File: config.mk
export PLATFORM = sky130hd
export DESIGN_NAME = pwm_period_seq
export DESIGN_NICKNAME = d
export VERILOG_FILES = /design/src/rtl/pwm_seq_pkg.sv /design/src/rtl/pwm_period_calc.sv /design/src/rtl/pwm_chan_pick.sv /design/src/rtl/pwm_seq_div.sv /design/src/rtl/pwm_period_seq.sv
export SDC_FILE = /design/constraint.sdc
export NUM_CORES = 1
export LEC_CHECK = 0
export BUFFER_PORTS_ARGS = -buffer_cell sky130_fd_sc_hd__buf_2
export CAP_MARGIN = 0
export CORE_UTILIZATION = 55
export DETAILED_ROUTE_END_ITERATION = 8
export PLACE_DENSITY = 0.7
export SETUP_SLACK_MARGIN = 0.05
export SLEW_MARGIN = 30
export SYNTH_ARGS = -nofsm -noshare
export SYNTH_HDL_FRONTEND = slang
export SYNTH_SLANG_ARGS = --single-unit
File: constraint.sdc
create_clock -name clk -period 13.3 [get_ports clk]
set_input_delay 1.995 -clock clk [delete_from_list [all_inputs] [get_ports clk]]
set_output_delay 1.995 -clock clk [all_outputs]
set_load 0.005 [all_outputs]
File: src/rtl/pwm_seq_pkg.sv
package pwm_seq_pkg;

    localparam int DATA_W   = 16;
    localparam int PER_W    = 24;
    localparam int CH_N     = 6;
    localparam int ADDR_W   = 4;
    localparam int PS_BITS  = 3;
    localparam int PS_MAX   = 7;
    localparam int MODE_LSB = 3;
    localparam int IDX_W    = $clog2(CH_N + 1);
    localparam int DEN_W    = DATA_W + 1;
    localparam int NUM_W    = DATA_W + DEN_W;

    localparam logic [1:0]        MODE_RUN = 2'b01;
    localparam logic [ADDR_W-1:0] A_CTRL   = 4'd0;
    localparam logic [ADDR_W-1:0] A_CNT    = 4'd1;
    localparam logic [ADDR_W-1:0] A_MOD    = 4'd2;
    localparam logic [ADDR_W-1:0] A_CMP0   = 4'd3;

    // mask of the mode and prescale field in the control register
    localparam logic [DATA_W-1:0] CFG_FIELD = 16'h001F;

    typedef enum logic [3:0] {
        S_IDLE,
        S_RD_CTRL,
        S_RD_MOD,
        S_CHECK,
        S_STOP_WR,
        S_STOP_RD,
        S_CH_NEXT,
        S_CH_RD,
        S_DIV,
        S_CH_WR,
        S_CNT_WR,
        S_MOD_WR,
        S_RUN_WR
    } seq_state_t;

    typedef struct packed {
        logic [PS_BITS-1:0] ps;
        logic [DATA_W-1:0]  modulus;
    } period_cfg_t;

    // control word that restarts the counter with a given exponent
    function automatic logic [DATA_W-1:0] run_word(
        input logic [DATA_W-1:0]  keep,
        input logic [PS_BITS-1:0] ps
    );
        logic [DATA_W-1:0] w;
        w = keep & ~CFG_FIELD;
        w[MODE_LSB +: 2] = MODE_RUN;
        w[PS_BITS-1:0]   = ps;
        return w;
    endfunction

endpackage

File: src/rtl/pwm_period_calc.sv
module pwm_period_calc #(
    parameter int PER_W   = 24,
    parameter int DATA_W  = 16,
    parameter int PS_BITS = 3,
    parameter int PS_MAX  = 7
) (
    input  logic [PER_W-1:0]   ticks_i,
    output logic [PS_BITS-1:0] ps_o,
    output logic [DATA_W-1:0]  mod_o
);
    localparam logic [PER_W-1:0] T_MIN = PER_W'(2);
    localparam logic [PER_W-1:0] T_MAX = PER_W'(1) << (DATA_W + PS_MAX);

    logic [PER_W-1:0]   t;
    logic [PER_W:0]     lim;
    logic [PER_W-1:0]   scaled;
    logic [PS_BITS-1:0] e;

    always_comb begin
        t = ticks_i;
        if (t < T_MIN) t = T_MIN;
        if (t > T_MAX) t = T_MAX;
        e = '0;
        for (int i = 0; i < PS_MAX; i++) begin
            lim = {{(PER_W + 1 - DATA_W){1'b0}}, {DATA_W{1'b1}}} << i;
            if (int'(e) == i && lim < {1'b0, t}) e = PS_BITS'(i + 1);
        end
        scaled = t >> e;
        ps_o   = e;
        mod_o  = scaled[DATA_W-1:0] - DATA_W'(1);
    end
endmodule

File: src/rtl/pwm_chan_pick.sv
module pwm_chan_pick #(
    parameter int CH_N  = 6,
    parameter int IDX_W = 3
) (
    input  logic [CH_N-1:0]  mask_i,
    input  logic [IDX_W-1:0] from_i,
    output logic             found_o,
    output logic [IDX_W-1:0] idx_o
);
    always_comb begin
        found_o = 1'b0;
        idx_o   = '0;
        for (int i = 0; i < CH_N; i++) begin
            if (!found_o && i >= int'(from_i) && mask_i[i]) begin
                found_o = 1'b1;
                idx_o   = IDX_W'(i);
            end
        end
    end
endmodule

File: src/rtl/pwm_seq_div.sv
module pwm_seq_div #(
    parameter int NUM_W = 33,
    parameter int DEN_W = 17
) (
    input  logic             clk,
    input  logic             rst,
    input  logic             start_i,
    input  logic [NUM_W-1:0] num_i,
    input  logic [DEN_W-1:0] den_i,
    output logic             valid_o,
    output logic [NUM_W-1:0] quo_o
);
    localparam int CW = $clog2(NUM_W + 1);

    logic [DEN_W:0]   rem_q, shifted, rem_n;
    logic [NUM_W-1:0] quo_q, quo_n;
    logic [DEN_W-1:0] den_q;
    logic [CW-1:0]    cnt_q;
    logic             run_q;

    always_comb begin
        shifted = {rem_q[DEN_W-1:0], quo_q[NUM_W-1]};
        quo_n   = {quo_q[NUM_W-2:0], 1'b0};
        rem_n   = shifted;
        if (shifted >= {1'b0, den_q}) begin
            rem_n    = shifted - {1'b0, den_q};
            quo_n[0] = 1'b1;
        end
    end

    always_ff @(posedge clk) begin
        if (rst) begin
            rem_q   <= '0;
            quo_q   <= '0;
            den_q   <= '0;
            cnt_q   <= '0;
            run_q   <= 1'b0;
            valid_o <= 1'b0;
        end else begin
            valid_o <= 1'b0;
            if (start_i) begin
                rem_q <= '0;
                quo_q <= num_i;
                den_q <= den_i;
                cnt_q <= CW'(NUM_W);
                run_q <= 1'b1;
            end else if (run_q) begin
                rem_q <= rem_n;
                quo_q <= quo_n;
                cnt_q <= cnt_q - CW'(1);
                if (cnt_q == CW'(1)) begin
                    run_q   <= 1'b0;
                    valid_o <= 1'b1;
                end
            end
        end
    end

    assign quo_o = quo_q;
endmodule

File: src/rtl/pwm_period_seq.sv
module pwm_period_seq
    import pwm_seq_pkg::*;
(
    input  logic              clk,
    input  logic              rst,
    input  logic              req_valid,
    input  logic [PER_W-1:0]  req_ticks,
    input  logic [CH_N-1:0]   req_mask,
    output logic              busy,
    output logic              done,
    output logic              reg_wr,
    output logic              reg_rd,
    output logic [ADDR_W-1:0] reg_addr,
    output logic [DATA_W-1:0] reg_wdata,
    input  logic [DATA_W-1:0] reg_rdata
);
    seq_state_t        state_q;
    period_cfg_t       calc_cfg, cfg_q;
    logic [CH_N-1:0]   mask_q;
    logic [DATA_W-1:0] ctrl_q, old_mod_q, old_cmp_q, new_cmp_q;
    logic [IDX_W-1:0]  idx_q;
    logic              pick_found;
    logic [IDX_W-1:0]  pick_idx;
    logic              div_start, div_valid;
    logic [NUM_W-1:0]  div_num, div_quo;
    logic [DEN_W-1:0]  div_den, new_span;
    logic [DATA_W-1:0] cmp_sat;
    logic [DEN_W-1:0]  span_sat;

    pwm_period_calc #(
        .PER_W(PER_W), .DATA_W(DATA_W), .PS_BITS(PS_BITS), .PS_MAX(PS_MAX)
    ) u_calc (
        .ticks_i(req_ticks),
        .ps_o   (calc_cfg.ps),
        .mod_o  (calc_cfg.modulus)
    );

    pwm_chan_pick #(.CH_N(CH_N), .IDX_W(IDX_W)) u_pick (
        .mask_i (mask_q),
        .from_i (idx_q),
        .found_o(pick_found),
        .idx_o  (pick_idx)
    );

    assign new_span  = {1'b0, cfg_q.modulus} + DEN_W'(1);
    assign div_den   = {1'b0, old_mod_q} + DEN_W'(1);
    assign div_num   = NUM_W'(reg_rdata) * NUM_W'(new_span);
    assign div_start = (state_q == S_CH_RD);

    pwm_seq_div #(.NUM_W(NUM_W), .DEN_W(DEN_W)) u_div (
        .clk    (clk),
        .rst    (rst),
        .start_i(div_start),
        .num_i  (div_num),
        .den_i  (div_den),
        .valid_o(div_valid),
        .quo_o  (div_quo)
    );

    // clamp to the new span, then to the register width
    always_comb begin
        if (div_quo > NUM_W'(new_span)) span_sat = new_span;
        else                            span_sat = div_quo[DEN_W-1:0];
        if (span_sat[DATA_W]) cmp_sat = {DATA_W{1'b1}};
        else                  cmp_sat = span_sat[DATA_W-1:0];
    end

    // register port decode
    always_comb begin
        reg_wr    = 1'b0;
        reg_rd    = 1'b0;
        reg_addr  = A_CTRL;
        reg_wdata = '0;
        unique case (state_q)
            S_RD_CTRL: reg_rd = 1'b1;
            S_RD_MOD: begin
                reg_rd   = 1'b1;
                reg_addr = A_MOD;
            end
            S_STOP_WR: begin
                reg_wr    = 1'b1;
                reg_wdata = ctrl_q & ~CFG_FIELD;
            end
            S_STOP_RD: reg_rd = 1'b1;
            S_CH_RD: begin
                reg_rd   = 1'b1;
                reg_addr = A_CMP0 + ADDR_W'(idx_q);
            end
            S_CH_WR: begin
                reg_wr    = (new_cmp_q != old_cmp_q);
                reg_addr  = A_CMP0 + ADDR_W'(idx_q);
                reg_wdata = new_cmp_q;
            end
            S_CNT_WR: begin
                reg_wr   = 1'b1;
                reg_addr = A_CNT;
            end
            S_MOD_WR: begin
                reg_wr    = 1'b1;
                reg_addr  = A_MOD;
                reg_wdata = cfg_q.modulus;
            end
            S_RUN_WR: begin
                reg_wr    = 1'b1;
                reg_wdata = run_word(ctrl_q, cfg_q.ps);
            end
            default: ;
        endcase
    end

    always_ff @(posedge clk) begin
        if (rst) begin
            state_q   <= S_IDLE;
            cfg_q     <= '0;
            mask_q    <= '0;
            ctrl_q    <= '0;
            old_mod_q <= '0;
            old_cmp_q <= '0;
            new_cmp_q <= '0;
            idx_q     <= '0;
            done      <= 1'b0;
        end else begin
            done <= 1'b0;
            unique case (state_q)
                S_IDLE: if (req_valid) begin
                    cfg_q   <= calc_cfg;
                    mask_q  <= req_mask;
                    state_q <= S_RD_CTRL;
                end
                S_RD_CTRL: begin
                    ctrl_q  <= reg_rdata;
                    state_q <= S_RD_MOD;
                end
                S_RD_MOD: begin
                    old_mod_q <= reg_rdata;
                    state_q   <= S_CHECK;
                end
                S_CHECK: begin
                    if (old_mod_q == cfg_q.modulus &&
                        ctrl_q[MODE_LSB +: 2] == MODE_RUN) begin
                        done    <= 1'b1;
                        state_q <= S_IDLE;
                    end else begin
                        state_q <= S_STOP_WR;
                    end
                end
                S_STOP_WR: state_q <= S_STOP_RD;
                S_STOP_RD: begin
                    if ((reg_rdata & CFG_FIELD) == '0) begin
                        idx_q   <= '0;
                        state_q <= S_CH_NEXT;
                    end else begin
                        state_q <= S_STOP_WR;
                    end
                end
                S_CH_NEXT: begin
                    if (pick_found) begin
                        idx_q   <= pick_idx;
                        state_q <= S_CH_RD;
                    end else begin
                        state_q <= S_CNT_WR;
                    end
                end
                S_CH_RD: begin
                    old_cmp_q <= reg_rdata;
                    state_q   <= S_DIV;
                end
                S_DIV: if (div_valid) begin
                    new_cmp_q <= cmp_sat;
                    state_q   <= S_CH_WR;
                end
                S_CH_WR: begin
                    idx_q   <= idx_q + IDX_W'(1);
                    state_q <= S_CH_NEXT;
                end
                S_CNT_WR: state_q <= S_MOD_WR;
                S_MOD_WR: state_q <= S_RUN_WR;
                S_RUN_WR: begin
                    done    <= 1'b1;
                    state_q <= S_IDLE;
                end
                default: state_q <= S_IDLE;
            endcase
        end
    end

    assign busy = (state_q != S_IDLE);
endmodule

=== Word-level counts from Yosys, hierarchy flattened ===
Index checks and enable logic that the tools add are counted.

* Flip-flop bits (word level): 172
* Word-level logic and storage cells: 155
* Output and inout port bits: 24

* Add/sub/neg operators: 7
* Bitwise logic cells: 1
* $mul: 1
* Multiplexer cells: 47
* Shift operators: 1
* Equal/unequal tests: 26
* Reductions and logical operators: 38
* $lt $le $gt $ge: 17

{| class="wikitable"
|+ Operator list
! operator !! count
|-
| two-way mux 33 bit || 2
|-
| one-hot mux 16 bit (4 select lines) || 1
|-
| two-way mux 24 bit || 2
|-
| one-hot mux 4 bit (12 select lines) || 1
|-
| adder 16 x 1 -> 17 bit, second input constant || 2
|-
| two-way mux 17 bit || 2
|-
| greater-than comparator 33 x 17 -> 1 bit || 1
|-
| multiplier 16 x 17 -> 33 bit || 1
|-
| two-way mux 3 bit || 9
|-
| greater-than comparator 24 bit, second input constant || 1
|-
| < comparator 16 x 24 -> 1 bit, first input constant || 1
|-
| < comparator 17 x 24 -> 1 bit, first input constant || 1
|-
| < comparator 18 x 24 -> 1 bit, first input constant || 1
|-
| < comparator 19 x 24 -> 1 bit, first input constant || 1
|-
| < comparator 20 x 24 -> 1 bit, first input constant || 1
|-
| < comparator 21 x 24 -> 1 bit, first input constant || 1
|-
| < comparator 22 x 24 -> 1 bit, first input constant || 1
|-
| < comparator 24 x 2 -> 1 bit, second input constant || 1
|-
| >> shifter 24 x 3 -> 16 bit || 1
|-
| == test 4 bit, second input constant || 5
|-
| >= comparator 18 x 17 -> 1 bit || 1
|-
| logical AND 1 bit || 18
|-
| subtractor 17 bit || 1
|-
| == test 16 bit || 1
|-
| other kinds (39) || 81
|}

=== Longest topological paths before layout ===
* Word-level depth: 26
* Depth in mapped cells: 33

=== By module ===
From an unflattened synthesis, not the netlist that was laid out.

* Cells, all modules: 2502
* Area, all modules: 20002.9 um2

{| class="wikitable"
|+ By module, submodules not included
! module !! area each (um2) !! cells each !! instances
|-
| pwm_period_seq || 14246.2 || 1754 || 1
|-
| pwm_seq_div || 4045.1 || 498 || 1
|-
| pwm_period_calc || 1592.8 || 229 || 1
|-
| pwm_chan_pick || 118.9 || 21 || 1
|}

=== Worst setup path after synthesis ===
Ideal clock, no wire load.

* Path type: in2reg
* Start point: in reg_rdata[2]
* End point: reg u_div.quo_q[32] (netlist: u_div.quo_o[32])
* Path slack: 5162 ps
* Buffers on the path: 2
* Arrival: 8008 ps
* Library setup time: 130 ps
* Data required time: 13170 ps
* Cell stages on the path: 24
* Cell sequence: clkbuf_1 -> clkbuf_1 -> nand2_1 -> fa_1 -> inv_1 -> fa_1 -> inv_1 -> fa_1 -> fa_1 -> inv_1 -> fa_1 -> fa_1 -> ha_1 -> nand2_1 -> nor2_1 -> nand2_1 -> a31oi_1 -> a21oi_1 -> o21ai_0 -> o22ai_1 -> o211a_1 -> a2111oi_0 -> mux2i_1 -> o211ai_1

* Word-level cells in the longest chain between the ends: 2

{| class="wikitable"
|+ RTL lines
! item !! RTL line !! RTL
|-
| start: declaration || pwm_period_seq.sv:15 || <nowiki>input logic [DATA_W-1:0] reg_rdata</nowiki>
|-
| multiplier 16 x 17 -> 33 bit || pwm_period_seq.sv:47 || <nowiki>assign div_num = NUM_W'(reg_rdata) * NUM_W'(new_span);</nowiki>
|-
| two-way mux 33 bit || pwm_seq_div.sv:41 || <nowiki>if (start_i) begin</nowiki>
|-
| end signal: assignment || pwm_seq_div.sv:43 || <nowiki>quo_q <= num_i;</nowiki>
|-
| end signal: assignment || pwm_seq_div.sv:49 || <nowiki>quo_q <= quo_n;</nowiki>
|-
| end: declaration || pwm_seq_div.sv:16 || <nowiki>logic [NUM_W-1:0] quo_q, quo_n;</nowiki>
|}

No other way between the ends.
A chain may end at the register's enable or synchronous reset.

=== Worst setup path after layout ===
* Start point: in reg_rdata[6]
* End point: reg u_div.quo_q[32] (netlist: u_div.quo_o[32])

The elaborated chain is that of the path after synthesis.

==> flow_metrics.tcl <==
set metrics [dict create \
    cts_buffer_depth 2 \
    post-place-ws_ps 4490 \
    synthDistinctLibCells 74 \
    io_buffers 72 \
    synth_top_cell_area_share_pct 21.5 \
    dpl.hpwl_um 38200 \
    synth_edf_count 0 \
    core_area_mm2 0.0347 \
    vias 16700 \
    synth-seq-cells 169 \
    syn_area_mm2 0.0195 \
    p_leak_nw 9.34 \
    routabilityCongestion 0.926 \
    syn_inst 2404 \
    cts_root_buf "clkbuf_16" \
    worst_pin_slew_ps 949 \
    start_util_pct 56.0 \
    syn-num-nets 2810 \
    drtIter0Drc 1273 \
    crit_path_end_kind "flop" \
    die_w_um 190 \
    vias_per_cell 5.87 \
    die_y_um 190 \
    grt_pass1_wl_um 86500 \
    h-tree-depth 4 \
    min_period_ps 8420 \
    postCtsSetupRepairBufs 0 \
    slew-limit-headroom_pct 36.5 \
    rows 68 \
    p_per_area_mw_per_mm2 143 \
    area_growth_pct 6.13 \
    tns_ps 0 \
    dieArea_mm2 0.0361 \
    fin_util_pct 59.5 \
    first_pass_iters 8 \
    final_nets 2788 \
    antenna_cells 0 \
    finalSetupViolCount 0 \
    drt-total-wl_um 52500 \
    maxSlewViolCount 0 \
    hold_violations 0 \
    ys_warn_count 0 \
    worstSetupPathType "in2reg" \
    cts_tree "built" \
    cts_inserted_buffers 17 \
    grt_max_degree 77 \
    max_freq_mhz 119 \
    track_usage_pct 30.3 \
    rsz0062_at_grt "no" \
    vdd_drop_max_v 0.000182 \
    cts.sinks 169 \
    synthArstFlopShare_pct 0 \
    placed_area_mm2 0.0201 \
    finClkSkew_ps 11.3 \
    drc 0 \
    finalInstanceArea_mm2 0.0206 \
    status "completed" \
    setup_ws_ps 4880 \
    clock_latency_ps 440 \
    cp.required_ps 13600 \
    maxCapViolCount 0 \
    antenna_found_initial 0 \
    synth_ff_type "dfxtp_1" \
    grt.overflow.total 0 \
    crit_arrival_ps 8720 \
    synth_top_area_cell "fa_1" \
    period_share_pct 63.3 \
    synth_area_leaders "fa_1, dfxtp_1, ha_1" \
    worstSetupStartpointType "input port" \
    syn_avg_cell_area_um2 8.09 \
    wire_per_inst_um 18.4 \
    clkSlewWorstSetupHoldPaths_ps 70 \
    io_pins 73 \
    drive_gt1_share_pct 6.64 \
    grt_pass1_vias 16700 \
    hp-class "reg2reg" \
    drtAntennaViolNets 0 \
    ctsHoldBuffers 0 \
    crit_path_max_fanout 20 \
    cts_resized 0 \
    yosysSeqAreaShare_pct 17.4 \
]
[final cells by class]
type | count | area, µm²
Sequential cell | 169 | 3380
Tap cell | 455 | 569
Multi-Input combinational cell | 1789 | 14400
Fill cell | 3193 | 14100
Timing Repair Buffer | 100 | 577
Clock inverter | 15 | 140
Clock buffer | 17 | 425
Inverter | 305 | 1140
[kinds of logic (layout without fill, tap and decap cells)]
kind of cell    count (synthesis)  in the layout  share of synthesized area [%]
mux                            82             82                           4.32
compound gates                434            434                           14.5
xor+xnor                      106            106                           4.77
fa+ha+maj                     357            357                           31.0
flops                         169            169                           17.4
buf+inv                       446            437                           8.71
simple gates                  810            810                           19.3
[cell usage after synthesis (70+ instances only)]
cell and count:
dfxtp_1 169, ha_1 148, mux2i_1 70, a21oi_1 125
a211oi_1 89, o21ai_0 82, and2_1 82, clkbuf_1 127
nand2_1 363, inv_1 305, fa_1 209, nor2_1 153
[stage by stage]
step / std cells / hold slack (ps) / total power [mW]
3_3_place_gp: 2817 / 441 / 2.42
6_report: 2850 / 453 / 2.96
4_1_cts: 2850 / 454 / 2.96
2_1_floorplan: 2404 / 432 / 2.06
3_5_place_dp: 2818 / 443 / 2.47
5_1_grt: 2850 / 465 / 3.28
[critical path: stages]
cell,delay (ps)
buf_2,400
nand2_1,150
fa_1,560
inv_1,60
fa_1,550
inv_1,60
fa_1,460
fa_1,490
inv_1,60
fa_1,500
fa_1,500
ha_1,360
nand2_1,110
nor2_1,130
nand2_1,90
a31oi_1,290
a21oi_1,180
o21ai_0,390
o22ai_1,220
o211a_1,300
a2111oi_0,530
mux2i_1,250
o211ai_1,100
[per-layer routing]
layer	global-route usage, %	up-vias	wire length (µm)
li1	-	7902	-
met3	3.86	89	3250
met4	9.52	0	1400
met1	39.9	8196	22500
met5	0	-	0
met2	51.4	556	25400
[layout by cell type, fill, tap and decap left out, types with 8 or more instances in the layout]
cell	netlist	layout
nor3_1	38	38
dfxtp_1	169	168
nand2b_1	13	13
nand2_1	363	362
xnor2_1	49	49
buf_4	0	28
nand4_1	20	20
and2_1	82	82
o21ai_0	82	82
nor2b_1	28	28
inv_1	305	305
a21o_1	19	19
nor4_1	24	24
ha_1	148	148
a222oi_1	15	15
nor2_1	153	153
o21a_1	21	21
inv_6	0	8
fa_1	209	209
or3_1	10	10
clkbuf_16	0	17
a31oi_1	12	12
xor2_1	57	57
a211oi_1	89	88
nand3_1	43	42
a21oi_1	125	125
and3_1	15	14
mux2i_1	70	70
mux2_2	10	10
buf_2	4	71
[path summary, 6_finish.rpt]
path	to	start	slack, ps	depth (start not counted)
max	u_div.quo_o[32]	reg_rdata[6]	4880	23
min	mask_q[1]	mask_q[1]	450	2
max reg2reg	u_div.quo_o[32]	cfg_q[3]	4900	28
min reg2reg	mask_q[1]	mask_q[1]	450	2
[registers in the layout, indices dropped and copies added, names as in the netlist, 13 cells and up]
signal	cells
u_div.quo_o	33
cfg_q	19
u_div.den_q	17
u_div.rem_q	17
old_mod_q	16
ctrl_q	13
new_cmp_q	16
old_cmp_q	16
[where the power goes]
part,internal (mW),total (mW),switching (mW),leakage [nW]
clock,0.250,0.489,0.239,0.284
combinational,0.798,1.91,1.11,7.68
sequential,0.524,0.556,0.0318,1.37
total,1.57,2.96,1.39,9.34
Note: power is estimated with default switching activity, not from simulation.
